[config.mk]
export PLATFORM = sky130hd
export DESIGN_NAME = i2c_tgt_top
export DESIGN_NICKNAME = d
export VERILOG_FILES = /design/src/rtl/i2c_tgt_pkg.sv /design/src/rtl/i2c_tgt_cond.sv /design/src/rtl/i2c_tgt_engine.sv /design/src/rtl/i2c_tgt_regs.sv /design/src/rtl/i2c_tgt_top.sv
export SDC_FILE = /design/constraint.sdc
export NUM_CORES = 1
export LEC_CHECK = 0
export ABC_AREA = 1
export BUFFER_PORTS_ARGS = -buffer_cell sky130_fd_sc_hd__buf_2
export CAP_MARGIN = 20
export CORE_UTILIZATION = 43
export CTS_BUF_LIST = sky130_fd_sc_hd__clkbuf_8
export DETAILED_ROUTE_END_ITERATION = 16
export PLACE_DENSITY_LB_ADDON = 0.25
export SLEW_MARGIN = 25
export SYNTH_ARGS = -nofsm -noshare
export SYNTH_HDL_FRONTEND = slang
export SYNTH_SLANG_ARGS = --single-unit
export TNS_END_PERCENT = 100
[constraint.sdc]
create_clock -name clk -period 2.62 [get_ports clk]
set_input_delay 0.262 -clock clk [delete_from_list [all_inputs] [get_ports clk]]
set_output_delay 0.262 -clock clk [all_outputs]
set_load 0.1 [all_outputs]
[src/rtl/i2c_tgt_pkg.sv]
package i2c_tgt_pkg;
  localparam int unsigned REG_AW = 2;
  localparam logic [REG_AW-1:0] RA_DATA = 2'd0;
  localparam logic [REG_AW-1:0] RA_CTRL = 2'd1;
  localparam logic [REG_AW-1:0] RA_STAT = 2'd2;
  localparam logic [REG_AW-1:0] RA_OWN  = 2'd3;

  typedef enum logic [2:0] {
    ST_IDLE, ST_ADDR, ST_AACK, ST_HOLD, ST_TX, ST_TACK, ST_RX, ST_RACK
  } tgt_state_t;
endpackage

[src/rtl/i2c_tgt_cond.sv]
module i2c_tgt_cond #(
  parameter int unsigned SYNC_STAGES = 2
) (
  input  logic clk,
  input  logic rst_n,
  input  logic scl_i,
  input  logic sda_i,
  output logic scl_s,
  output logic sda_s,
  output logic start_p,
  output logic stop_p,
  output logic scl_rise,
  output logic scl_fall
);
  localparam int unsigned DEPTH = SYNC_STAGES + 1;

  logic [DEPTH-1:0] scl_q, sda_q, scl_d, sda_d;

  always_comb begin
    scl_d = {scl_q[DEPTH-2:0], scl_i};
    sda_d = {sda_q[DEPTH-2:0], sda_i};
  end

  always_ff @(posedge clk or negedge rst_n) begin
    if (!rst_n) begin
      scl_q <= '1;
      sda_q <= '1;
    end else begin
      scl_q <= scl_d;
      sda_q <= sda_d;
    end
  end

  always_comb begin
    scl_s    = scl_q[SYNC_STAGES-1];
    sda_s    = sda_q[SYNC_STAGES-1];
    scl_rise = scl_s & ~scl_q[SYNC_STAGES];
    scl_fall = ~scl_s & scl_q[SYNC_STAGES];
    start_p  = scl_s & scl_q[SYNC_STAGES] & ~sda_s & sda_q[SYNC_STAGES];
    stop_p   = scl_s & scl_q[SYNC_STAGES] & sda_s & ~sda_q[SYNC_STAGES];
  end
endmodule

[src/rtl/i2c_tgt_engine.sv]
module i2c_tgt_engine
  import i2c_tgt_pkg::*;
#(
  parameter int unsigned AW = 7,
  parameter int unsigned DW = 8
) (
  input  logic          clk,
  input  logic          rst_n,
  input  logic          scl_s,
  input  logic          sda_s,
  input  logic          start_p,
  input  logic          stop_p,
  input  logic          scl_rise,
  input  logic          scl_fall,
  input  logic [AW-1:0] own_addr,
  input  logic          tx_mode,
  input  logic          nak_mode,
  input  logic [DW-1:0] tx_byte,
  input  logic          release_p,
  output logic          scl_oe,
  output logic          sda_oe,
  output logic          addr_hit,
  output logic          byte_done,
  output logic          load_rx,
  output logic [DW-1:0] rx_byte,
  output logic          rw_bit,
  output logic          mst_nak
);
  localparam int unsigned CW = $clog2(DW + 1);
  localparam logic [CW-1:0] LAST = CW'(DW - 1);
  localparam logic [CW-1:0] FULL = CW'(DW);

  tgt_state_t    st_q, st_d;
  logic [CW-1:0] cnt_q, cnt_d;
  logic [DW-1:0] sr_q, sr_d;
  logic          rw_q, rw_d, nak_q, nak_d;

  always_comb begin
    st_d = st_q; cnt_d = cnt_q; sr_d = sr_q; rw_d = rw_q; nak_d = nak_q;
    addr_hit = 1'b0; byte_done = 1'b0; load_rx = 1'b0;
    if (stop_p) begin
      st_d = ST_IDLE;
    end else if (start_p) begin
      st_d  = ST_ADDR;
      cnt_d = '0;
    end else begin
      unique case (st_q)
        ST_ADDR, ST_RX: begin
          if (scl_rise) begin
            sr_d  = {sr_q[DW-2:0], sda_s};
            cnt_d = cnt_q + 1'b1;
          end else if (scl_fall && cnt_q == FULL) begin
            if (st_q == ST_RX) st_d = ST_RACK;
            else if (sr_q[DW-1:1] == own_addr) begin
              st_d = ST_AACK;
              rw_d = sr_q[0];
            end else st_d = ST_IDLE;
          end
        end
        ST_AACK: if (scl_fall) begin
          st_d = ST_HOLD;
          addr_hit = 1'b1;
        end
        ST_HOLD: if (release_p) begin
          cnt_d = '0;
          if (tx_mode) begin
            st_d = ST_TX;
            sr_d = tx_byte;
          end else st_d = ST_RX;
        end
        ST_TX: if (scl_fall) begin
          if (cnt_q == LAST) st_d = ST_TACK;
          else begin
            sr_d  = {sr_q[DW-2:0], 1'b0};
            cnt_d = cnt_q + 1'b1;
          end
        end
        ST_TACK: begin
          if (scl_rise) nak_d = sda_s;
          else if (scl_fall) begin
            byte_done = 1'b1;
            st_d = nak_q ? ST_IDLE : ST_HOLD;
          end
        end
        ST_RACK: if (scl_fall) begin
          st_d = ST_HOLD;
          byte_done = 1'b1;
          load_rx = 1'b1;
        end
        default: st_d = ST_IDLE;
      endcase
    end
  end

  always_ff @(posedge clk or negedge rst_n) begin
    if (!rst_n) begin
      st_q <= ST_IDLE; cnt_q <= '0; sr_q <= '0; rw_q <= 1'b0; nak_q <= 1'b0;
    end else begin
      st_q <= st_d; cnt_q <= cnt_d; sr_q <= sr_d; rw_q <= rw_d; nak_q <= nak_d;
    end
  end

  always_comb begin
    scl_oe  = (st_q == ST_HOLD);
    sda_oe  = (st_q == ST_AACK) || (st_q == ST_TX && !sr_q[DW-1]) ||
              (st_q == ST_RACK && !nak_mode);
    rx_byte = sr_q;
    rw_bit  = rw_q;
    mst_nak = nak_q;
  end

  // SDA only moves while SCL is low (bus conditions excepted)
  a_r7_sda_moves_low: assert property (@(posedge clk) disable iff (!rst_n)
    !$stable(sda_oe) |-> (!scl_s || $past(start_p || stop_p)));
endmodule

[src/rtl/i2c_tgt_regs.sv]
module i2c_tgt_regs
  import i2c_tgt_pkg::*;
#(
  parameter int unsigned AW = 7,
  parameter int unsigned DW = 8
) (
  input  logic              clk,
  input  logic              rst_n,
  input  logic              reg_wr,
  input  logic              reg_rd,
  input  logic [REG_AW-1:0] reg_addr,
  input  logic [DW-1:0]     reg_wdata,
  output logic [DW-1:0]     reg_rdata,
  input  logic              addr_hit,
  input  logic              byte_done,
  input  logic              load_rx,
  input  logic [DW-1:0]     rx_byte,
  input  logic              rw_bit,
  input  logic              mst_nak,
  input  logic              start_p,
  input  logic              stop_p,
  output logic [AW-1:0]     own_addr,
  output logic              tx_mode,
  output logic              nak_mode,
  output logic [DW-1:0]     tx_byte,
  output logic              release_p,
  output logic              irq
);
  logic [DW-1:0] data_q, data_d;
  logic [AW-1:0] own_q, own_d;
  logic ie_q, ie_d, tx_q, tx_d, nk_q, nk_d;
  logic ifl_q, ifl_d, aas_q, aas_d, rxak_q, rxak_d, busy_q, busy_d;
  logic wr_data, rd_data, wr_ctrl, wr_own;

  always_comb begin
    wr_data = reg_wr && reg_addr == RA_DATA;
    rd_data = reg_rd && reg_addr == RA_DATA;
    wr_ctrl = reg_wr && reg_addr == RA_CTRL;
    wr_own  = reg_wr && reg_addr == RA_OWN;

    data_d = data_q; own_d = own_q; ie_d = ie_q; tx_d = tx_q; nk_d = nk_q;
    ifl_d = ifl_q; aas_d = aas_q; rxak_d = rxak_q; busy_d = busy_q;
    if (wr_data) data_d = reg_wdata;
    else if (load_rx) data_d = rx_byte;
    if (wr_own) own_d = reg_wdata[AW-1:0];
    if (wr_ctrl) begin
      ie_d = reg_wdata[6];
      tx_d = reg_wdata[4];
      nk_d = reg_wdata[3];
    end
    if (wr_data || rd_data || wr_ctrl) ifl_d = 1'b0;
    if (addr_hit || byte_done) ifl_d = 1'b1;
    if (wr_ctrl || byte_done) aas_d = 1'b0;
    if (addr_hit) aas_d = 1'b1;
    if (byte_done && tx_q) rxak_d = mst_nak;
    if (start_p) busy_d = 1'b1;
    if (stop_p) busy_d = 1'b0;
  end

  always_ff @(posedge clk or negedge rst_n) begin
    if (!rst_n) begin
      data_q <= '0; own_q <= '0; ie_q <= 1'b0; tx_q <= 1'b0; nk_q <= 1'b0;
      ifl_q <= 1'b0; aas_q <= 1'b0; rxak_q <= 1'b0; busy_q <= 1'b0;
    end else begin
      data_q <= data_d; own_q <= own_d; ie_q <= ie_d; tx_q <= tx_d; nk_q <= nk_d;
      ifl_q <= ifl_d; aas_q <= aas_d; rxak_q <= rxak_d; busy_q <= busy_d;
    end
  end

  always_comb begin
    unique case (reg_addr)
      RA_DATA: reg_rdata = data_q;
      RA_CTRL: reg_rdata = {1'b0, ie_q, 1'b0, tx_q, nk_q, 3'b000};
      RA_STAT: reg_rdata = {2'b00, busy_q, 1'b0, rxak_q, rw_bit & aas_q, aas_q, ifl_q};
      default: reg_rdata = {{(DW-AW){1'b0}}, own_q};
    endcase
    own_addr  = own_q;
    tx_mode   = tx_q;
    nak_mode  = nk_q;
    tx_byte   = wr_data ? reg_wdata : data_q;
    release_p = (wr_data && tx_q) || (rd_data && !tx_q);
    irq       = ifl_q && ie_q;
  end

  // address match wins over a same-cycle control write
  a_r9_hit_sets_aas: assert property (@(posedge clk) disable iff (!rst_n)
    addr_hit |=> (aas_q && ifl_q));
  // a data-byte event leaves the addressed flag clear
  a_r5_byte_clears_aas: assert property (@(posedge clk) disable iff (!rst_n)
    (byte_done && !addr_hit) |=> !aas_q);
endmodule

[src/rtl/i2c_tgt_top.sv]
module i2c_tgt_top
  import i2c_tgt_pkg::*;
#(
  parameter int unsigned SYNC_STAGES = 2,
  parameter int unsigned AW = 7,
  parameter int unsigned DW = 8
) (
  input  logic              clk,
  input  logic              rst_n,
  input  logic              scl_i,
  input  logic              sda_i,
  output logic              scl_oe,
  output logic              sda_oe,
  input  logic              reg_wr,
  input  logic              reg_rd,
  input  logic [REG_AW-1:0] reg_addr,
  input  logic [DW-1:0]     reg_wdata,
  output logic [DW-1:0]     reg_rdata,
  output logic              irq
);
  logic scl_s, sda_s, start_p, stop_p, scl_rise, scl_fall;
  logic addr_hit, byte_done, load_rx, rw_bit, mst_nak;
  logic tx_mode, nak_mode, release_p;
  logic [DW-1:0] rx_byte, tx_byte;
  logic [AW-1:0] own_addr;

  i2c_tgt_cond #(.SYNC_STAGES(SYNC_STAGES)) u_cond (
    .clk(clk), .rst_n(rst_n), .scl_i(scl_i), .sda_i(sda_i),
    .scl_s(scl_s), .sda_s(sda_s), .start_p(start_p), .stop_p(stop_p),
    .scl_rise(scl_rise), .scl_fall(scl_fall));

  i2c_tgt_engine #(.AW(AW), .DW(DW)) u_eng (
    .clk(clk), .rst_n(rst_n), .scl_s(scl_s), .sda_s(sda_s),
    .start_p(start_p), .stop_p(stop_p), .scl_rise(scl_rise), .scl_fall(scl_fall),
    .own_addr(own_addr), .tx_mode(tx_mode), .nak_mode(nak_mode),
    .tx_byte(tx_byte), .release_p(release_p), .scl_oe(scl_oe), .sda_oe(sda_oe),
    .addr_hit(addr_hit), .byte_done(byte_done), .load_rx(load_rx),
    .rx_byte(rx_byte), .rw_bit(rw_bit), .mst_nak(mst_nak));

  i2c_tgt_regs #(.AW(AW), .DW(DW)) u_regs (
    .clk(clk), .rst_n(rst_n), .reg_wr(reg_wr), .reg_rd(reg_rd),
    .reg_addr(reg_addr), .reg_wdata(reg_wdata), .reg_rdata(reg_rdata),
    .addr_hit(addr_hit), .byte_done(byte_done), .load_rx(load_rx),
    .rx_byte(rx_byte), .rw_bit(rw_bit), .mst_nak(mst_nak),
    .start_p(start_p), .stop_p(stop_p), .own_addr(own_addr),
    .tx_mode(tx_mode), .nak_mode(nak_mode), .tx_byte(tx_byte),
    .release_p(release_p), .irq(irq));

  // the stretch ends only on a matching data access or a bus condition
  a_r4_release_only: assert property (@(posedge clk) disable iff (!rst_n)
    $fell(scl_oe) |-> $past(release_p || start_p || stop_p));
  // STOP frees both lines
  a_r8_stop_frees: assert property (@(posedge clk) disable iff (!rst_n)
    stop_p |=> (!scl_oe && !sda_oe));
  // a mismatched address never raises the interrupt without a hit
  a_r3_irq_has_cause: assert property (@(posedge clk) disable iff (!rst_n)
    $rose(irq) |-> $past(addr_hit || byte_done || reg_wr));
endmodule

Yosys cells after proc, flatten, opt, wreduce, memory -nomap -nowiden
Index checks and enable logic that the tools add are counted.
{"block": "op_classes", "addsub": 1, "eq_ne": 30, "n_mux": 48, "bitwise_logic": 16, "reduce_logical": 35}
{"cell": "$mux 8", "count": 8}
{"cell": "$pmux 8 s3", "count": 2}
{"cell": "$mux 3", "count": 11}
{"cell": "$mux 4", "count": 5}
{"cell": "$mux 1", "count": 16}
{"cell": "$ne 4x3->1 const B", "count": 4}
{"cell": "$reduce_and 8->1", "count": 2}
{"cell": "$pmux 3 s5", "count": 1}
{"cell": "$eq 3x3->1 const B", "count": 4}
{"cell": "$pmux 4 s3", "count": 1}
{"cell": "$logic_and 1x1->1", "count": 11}
{"cell": "$and 1x1->1", "count": 8}
{"cell": "$ne 4x1->1 const B", "count": 2}
{"cell": "$ne 4x4->1 const B", "count": 2}
{"cell": "$not 1->1", "count": 8}
{"cell": "$reduce_bool 2->1", "count": 4}
{"cell": "$eq 7x7->1", "count": 1}
{"cell": "$logic_or 1x1->1", "count": 7}
{"cell": "$reduce_and 7->1", "count": 1}
{"cell": "$eq 3x2->1 const B", "count": 2}
{"cell": "$mux 2", "count": 3}
{"cell": "$ne 2x1->1 const B", "count": 3}
{"cell": "$ne 3x3->1 const B", "count": 2}
{"cell": "$reduce_and 6->1", "count": 1}
{"cell": "16 further kinds", "count": 21}
{"block": "word_totals", "ff_bits": 45, "input_bits": 16, "out_inout_bits": 11, "word_cells": 146}

Logic depth before layout (Yosys ltp)
Gate-level depths: netlist of run 1.
{"block": "logic_depth", "ltp_word": 10, "depth_mapped": 10, "mapped_depth_nobuf": 10}

Modules after synthesis
A second synthesis of run 1 with hierarchy kept.
{"block": "unflattened", "cells_unflattened": 433, "hier_area_um2": 3004.1}
{"mod": "i2c_tgt_engine", "instances": 1, "cells_per_inst": 247, "area_each_um2": 1462.7, "seq_area_each_um2": 425.4}
{"mod": "i2c_tgt_regs", "instances": 1, "cells_per_inst": 169, "area_each_um2": 1342.5, "seq_area_each_um2": 550.5}
{"mod": "i2c_tgt_cond", "instances": 1, "cells_per_inst": 17, "area_each_um2": 198.9, "seq_area_each_um2": 157.7}

Worst setup path after synthesis of run 1
OpenSTA, ideal clock, no wires.
{"block": "synth_timing", "kind": "register -> output", "start": "register u_eng.st_q[0]", "end": "output sda_oe", "arrival_ns": 2.369, "required_time_ns": 2.358, "setup_slack_ns": -0.011, "path_stages_with_launch": 6, "path_buffers": 0, "cell_sequence": "dfrtp_1 -> inv_1 -> nand2_1 -> nor2_2 -> inv_2 -> o221ai_1"}
{"block": "synth_between", "elab_chain_cells": 4, "elab_cells_between_ends": 7, "classes_between": "eq/ne: 3; reduce/logical: 4"}
{"element": "start, declared", "line_no": "i2c_tgt_engine.sv:33", "rtl": "tgt_state_t st_q, st_d;"}
{"element": "start signal, assigned", "line_no": "i2c_tgt_engine.sv:99", "rtl": "st_q <= st_d; cnt_q <= cnt_d; sr_q <= sr_d; rw_q <= rw_d; nak_q <= nak_d;"}
{"element": "$eq 3x3->1", "line_no": "i2c_tgt_engine.sv:105", "rtl": "sda_oe = (st_q == ST_AACK) || (st_q == ST_TX && !sr_q[DW-1]) ||"}
{"element": "$logic_and 1x1->1", "line_no": "i2c_tgt_engine.sv:105"}
{"element": "$logic_or 1x1->1", "line_no": "i2c_tgt_engine.sv:105"}
{"element": "$logic_or 1x1->1 *", "line_no": "i2c_tgt_engine.sv:105"}
{"element": "end, declared", "line_no": "i2c_tgt_top.sv:13", "rtl": "output logic sda_oe,"}
Every way passes the cells marked *; elsewhere a longest branch is shown, timed or not.

Worst setup path in the final report of run 1
Ends and elaborated chain as after synthesis.

==> run_results.csv, run 1 <==
group,metric,value,unit
setup_path,cp-start-kind,"flop",
clock_tree,cts_root_buf,"clkbuf_8",
setup_path,r2r-end,"u_eng.rx_byte[0]",
yosys,avgSynthCellArea,7.71,um2
finish,finalNonFillerCells,456,
finish,fill_cells,585,
sta,layout_min_cycle_time,2.13,ns
floorplanning,die_h,81.1,um
place,hpwlAfterDp,4950,um
floorplanning,io_pins,27,
routing,postRouteAntennaNets,0,
sta,period_share,81.1,%
finish,drive_gt1_share,20.7,%
routing,routed_wl,6430,um
floorplanning,die-area,6580,um2
sta,tightest_slew,0.524,ns
setup_path,critPathBufInv,3,
floorplanning,die_w,81.1,um
worst_hold_path,hold_end,"u_cond.scl_q[0]",
sta,hold_ws,0.0565,ns
global_routing,antenna_found_initial,0,
power_and_ir_drop,irDropWorstVdd,0.331,mV
sta,fmax,471,MHz
sta,rsz0062_at_grt,"no",
finish,final_nets,399,
global_routing,grt_usage,21.4,%
setup_path,cp-end-kind,"output port",
clock_tree,post_cts_resized,0,
setup_path,worstPathRequired,2.36,ns
finish,ff_latch_area,1130,um2
clock_tree,worstSkewPairLatency,0.29,ns
setup_path,ff2ff_setup_slack,0.88,ns
setup_path,critical_path_class,"flop to output port",
yosys,synth_top_area_share,36.3,%
yosys,ys.flop_type,"dfrtp_1",
yosys,ys_warn_count,0,
power_and_ir_drop,finalPower,2.49,mW
finish,utilization,50.4,%
yosys,syn_area,2690,um2
floorplanning,placementRows,28,
clock_tree,clkTransAtPathRegs,0.08,ns
setup_path,cp_slowest_stage_delay,0.45,ns
place,place.gp.congestion,0.899,
worst_hold_path,hold_path.class,"primary input to flop",
yosys,synthCells,349,
global_routing,grt-ovfl-total,0,
clock_tree,h-tree-depth,2,
global_routing,grt_max_degree,43,
sta,hold_viol,0,
setup_path,path_cells,"inv_1, nand2_1, nor2_2, inv_2, o221ai_2, buf_2",
setup_path,r2r_start,"u_eng.st_q[2]",
sta,slew_viol_final,0,
routing,route.vias.total,2406,
setup_path,cp.arrival,1.86,ns
power_and_ir_drop,p_leak,1.52,nW
global_routing,grt_pass1_wl,10600,um
place,placed_cells,447,
setup_path,path_delay_family,"buffers and inverters",
routing,drt_iter0_drc,160,
yosys,synth_largest_area_cell,"dfrtp_1",
finish,antenna_cells,0,
finish,multiInputGateArea,1310,um2
sta,slew_headroom,65.1,%
worst_hold_path,min_from,"scl_i",
yosys,yosys-top-cells-area,"dfrtp_1 36%, nand2_1 11%, inv_1 6.7%, o21ai_0 6.1%, dfstp_2 5.9%",
routing,drc_errors,0,
yosys,async_flop_share,100,%
finish,syn2layout_area_growth,12.1,%
place,io_buffers,26,
clock_tree,cts_made_buffers,5,
global_routing,grt_pass1_vias,2139,
yosys,synth_edf_count,0,
sta,tns,0,ns
flow_run,drv_cap,0,
clock_tree,cts_sinks,45,
power_and_ir_drop,powerDensity,826,nW/um2
clock_tree,tritoncts,"yes",
status,outcome,"finished, final reports clean",
sta,clock_skew,0.00245,ns
routing,viasPerCell,5.28,
floorplanning,coreArea,5990,um2
floorplanning,start_util,44.9,%
setup_path,r2r_cells,8,
setup_path,worstPathMaxFanout,5,
routing,dr.pass1.iters,6,
yosys,syn_nets,368,
routing,wire_per_inst,14.1,um
yosys,yosysMostFrequentCell,"nand2_1",
yosys,ys_seq_elements,45,
setup_path,critPathSlowestCell,"buf_2",
yosys,ys_types,37,
yosys,synth-seq-area-share,42.1,%
worst_hold_path,hold_path_depth,1,
sta,setup_viol,0,
yosys,synth_commonest_cells,"78 x nand2_1, 48 x inv_1, 40 x nor2_1",
clock_tree,cts_max_path_buffers,2,
[power breakdown]
| group | internal, mW | switching [mW] | leakage (nW) |
|---|---|---|---|
| clock network | 0.307 | 0.236 | 0.0626 |
| logic | 0.324 | 0.626 | 0.896 |
| registers | 0.847 | 0.150 | 0.565 |
[what timing repair did]
item / CTS / global route
setup buffers: 0 / 0
hold endpoints to repair: 0 / 39
hold buffers: 0 / 1
[routing by layer]
layer | track usage, % | routed length [um]
met1 | 32.0 | 3150
met3 | 2.47 | 272
met4 | 5.36 | 116
met2 | 32.5 | 2890
met5 | 0 | 0
[cell type report]
cell class / count / area share, %
Clock buffer: 6 / 2.74
Inverter: 57 / 7.09
Sequential cell: 45 / 37.6
Timing Repair Buffer: 28 / 4.98
Tap cell: 75 / 3.11
Clock inverter: 2 / 1.12
Multi-Input combinational cell: 243 / 43.4
[logic make-up (layout without fill, tap and decap cells)]
group	Yosys count	after routing	share of synthesized area (%)
muxes	2	2	0.837
DFF	45	45	42.1
buffers and inverters	61	93	9.44
AOI/OAI and AO/OA	66	66	15.1
and+or+nand+nor	164	164	28.5
xor gates and xnor gates	8	8	2.60
adders and majority gates	3	3	1.40
[per-stage QoR]
| stage | setup slack (ns) | cell area (um2) |
|---|---|---|
| 2_1_floorplan | 0.203 | 2700 |
| 3_3_place_gp | 0.898 | 2890 |
| 3_5_place_dp | 0.836 | 2890 |
| 4_1_cts | 0.500 | 3000 |
| 5_1_grt | 0.378 | 3020 |
| 6_report | 0.495 | 3020 |
[layout by cell type, fill, tap and decap left out, drive strengths merged]
cell | netlist | routed
dfrtp | 39 | 39
o221ai | 4 | 4
clkbuf | 1 | 6
dlygate4sd3 | 0 | 1
o22ai | 1 | 1
nand4 | 6 | 6
o21ai | 44 | 44
xor2 | 2 | 2
a21oi | 10 | 10
dfstp | 6 | 6
nor2 | 45 | 45
o211ai | 4 | 4
mux2 | 2 | 2
and2 | 1 | 1
xnor2 | 6 | 6
buf | 3 | 27
or2 | 1 | 1
inv | 57 | 58
nor3b | 1 | 1
o2111ai | 1 | 1
a221o | 1 | 1
ha | 3 | 3
a31o | 1 | 1
bufinv | 0 | 1
nand3b | 1 | 1
nand2 | 83 | 83
nand3 | 26 | 26
[state kept, by name, indices dropped and copies added, names as in the netlist]
name,flops
u_eng.rx_byte,8
u_regs.data_q,8
u_regs.own_addr,7
u_eng.cnt_q,4
u_cond.scl_q,3
u_cond.sda_q,3
u_eng.st_q,3
u_eng.mst_nak,1
u_eng.rw_bit,1
u_regs.aas_q,1
u_regs.busy_q,1
u_regs.ie_q,1
u_regs.ifl_q,1
u_regs.nak_mode,1
u_regs.rxak_q,1
u_regs.tx_mode,1
[how the worst max path moves through the flow]
| stage | startpoint | end | slack, ns | cells past startpoint |
|---|---|---|---|---|
| 2_1_floorplan | reg_addr[0] | reg_rdata[5] | 0.20 | 4 |
| 3_3_place_gp | u_eng.st_q[0] | sda_oe | 0.90 | 6 |
| 3_5_place_dp | u_eng.st_q[0] | sda_oe | 0.84 | 6 |
| 4_1_cts | u_eng.st_q[0] | sda_oe | 0.50 | 6 |
| 5_1_grt | u_eng.st_q[2] | scl_oe | 0.38 | 4 |
| 6_report | u_eng.st_q[0] | sda_oe | 0.49 | 6 |
No activity file was read; power rests on OpenSTA's default activity.
==> run 2, diff against run 1 <==
==> constraint.sdc (replaced) <==
create_clock -name clk -period 1.9 [get_ports clk]
set_input_delay 0.19 -clock clk [delete_from_list [all_inputs] [get_ports clk]]
set_output_delay 0.19 -clock clk [all_outputs]
set_load 0.1 [all_outputs]
==> run_results.csv, run 2 (synthesized netlist as in run 1, its figures left out) <==
group,metric,value,unit
power_and_ir_drop,internal_power,1.89,mW
place,io_buffers,26,
finish,drive_gt1_share,21.8,%
global_routing,grt_pass1_wl,10400,um
setup_path,cp-end-kind,"output port",
finish,finalNonFillerCells,460,
sta,layout_min_cycle_time,1.85,ns
finish,layout_common_cells,"78 x nand2_1, 49 x inv_1, 40 x nor2_1, 38 x dfrtp_1, 33 x o21ai_0",
status,outcome,"finished, final reports clean",
sta,slew_headroom,65.0,%
sta,rsz0062_at_grt,"yes",
setup_path,cp.arrival,1.66,ns
sta,tightest_slew,0.526,ns
clock_tree,worstSkewPairLatency,0.30,ns
clock_tree,post_cts_buffers,0,
routing,dr.pass1.iters,4,
power_and_ir_drop,seqPwrFrac,41.9,%
place,hpwlAfterDp,5020,um
setup_path,worstPathRequired,1.71,ns
power_and_ir_drop,powerDensity,1060,nW/um2
floorplanning,io_pins,27,
global_routing,grt_max_degree,25,
floorplanning,die-area,6580,um2
finish,syn2layout_area_growth,15.3,%
global_routing,grt_pass1_vias,2147,
worst_hold_path,hold_path.class,"primary input to flop",
global_routing,antenna_found_initial,0,
sta,period_share,97.4,%
finish,final_common_cell,"nand2_1",
global_routing,grt-ovfl-total,0,
clock_tree,cts_sinks,45,
sta,clock_skew,0.00231,ns
power_and_ir_drop,p_leak,1.55,nW
setup_path,worstPathMaxFanout,14,
sta,slew_viol_final,0,
routing,drc_errors,0,
power_and_ir_drop,p_comb_share,41.1,%
clock_tree,cts_root_buf,"clkbuf_8",
power_and_ir_drop,irDropWorstVdd,0.684,mV
sta,hold_viol,0,
setup_path,ff2ff_setup_slack,0.22,ns
place,place.gp.congestion,0.926,
clock_tree,cts_max_path_buffers,2,
place,post-place-ws,0.256,ns
power_and_ir_drop,switching_share,42.5,%
finish,final_nets,403,
global_routing,grt_usage,20.9,%
sta,fmax,540,MHz
routing,routed_wl,6410,um
clock_tree,cts_made_buffers,5,
floorplanning,die_h,81.1,um
place,placed_cells,449,
clock_tree,clkTransAtPathRegs,0.08,ns
floorplanning,coreArea,5990,um2
sta,fin_ws,0.0491,ns
routing,wire_per_inst,13.9,um
power_and_ir_drop,clkPwrFrac,17.0,%
setup_path,cp-start-kind,"flop",
floorplanning,start_util,44.9,%
routing,drt_iter0_drc,172,
power_and_ir_drop,p_sw,1.40,mW
clock_tree,tritoncts,"yes",
setup_path,critical_path_class,"flop to output port",
sta,setup_viol,0,
routing,route.vias.total,2335,
finish,antenna_cells,0,
routing,postRouteAntennaNets,0,
routing,viasPerCell,5.08,
clock_tree,h-tree-depth,2,
flow_run,drv_cap,0,
floorplanning,placementRows,28,
floorplanning,die_w,81.1,um
run 2: routing by layer:
layer / global-route usage (%) / vias up / routed length, um
met4: 4.82 / 0 / 66
met1: 31.2 / 1079 / 3290
met2: 31.4 / 48 / 2800
met5: 0 / - / 0
li1: - / 1202 / -
met3: 3.37 / 6 / 259
run 2: power groups by stage:
stage | logic [mW] | registers, mW | clock network [mW]
2_1_floorplan | 1.12 | 1.33 | 0
3_3_place_gp | 1.32 | 1.38 | 0
3_5_place_dp | 1.33 | 1.39 | 0
4_1_cts | 1.35 | 1.37 | 0.575
5_1_grt | 1.50 | 1.41 | 0.606
6_report | 1.35 | 1.38 | 0.558
run 2: layout make-up:
cell class	count	area (um2)
repair buffers	32	240
multi-input cells	243	1340
flip-flops and latches	45	1130
well taps	75	93.8
clock buffers	5	68.8
inverters	57	216
clock inverters	3	11.3
fillers	562	2890
run 2: critical path, cell delays in order, from the launching register on:
cell and delay (ns):
dfrtp_1 0.44, inv_2 0.16, nand3_2 0.21, inv_4 0.15, buf_4 0.20, buf_12 0.19
run 2: what timing repair did:
action                                 4_1_cts  5_1_grt
gates resized for setup                      0        5
endpoints found under the hold margin       17        0
setup endpoints to repair                    0        2
hold buffers                                 3        0
run 2: path summary, 6_finish.rpt:
kind,end,startpoint,cells past startpoint
setup / recovery,scl_oe,u_eng.st_q[2],5
hold / removal,u_regs.tx_mode,reg_wdata[4],3
setup reg to reg,u_eng.rx_byte[0],u_cond.sda_q[1],8
hold reg to reg,u_cond.scl_q[1],u_cond.scl_q[0],0
max in group asynchronous,u_regs.tx_mode,rst_n,3
min in group asynchronous,u_regs.data_q[2],rst_n,2
run 2: per-stage QoR:
step                      setup TNS (ns)  power (mW)  utilization, %  instance area (um2)  hold slack [ns]
after floorplan                   -0.906        2.45               -                 2720           -0.106
after global placement                 0        2.71            49.6                 2970            0.193
after detailed placement               0        2.72            49.6                 2970            0.194
after CTS                              0        3.29            51.5                 3080            0.146
after global routing             -0.0292        3.51            51.8                 3100            0.147
final                                  0        3.29            51.8                 3100            0.154
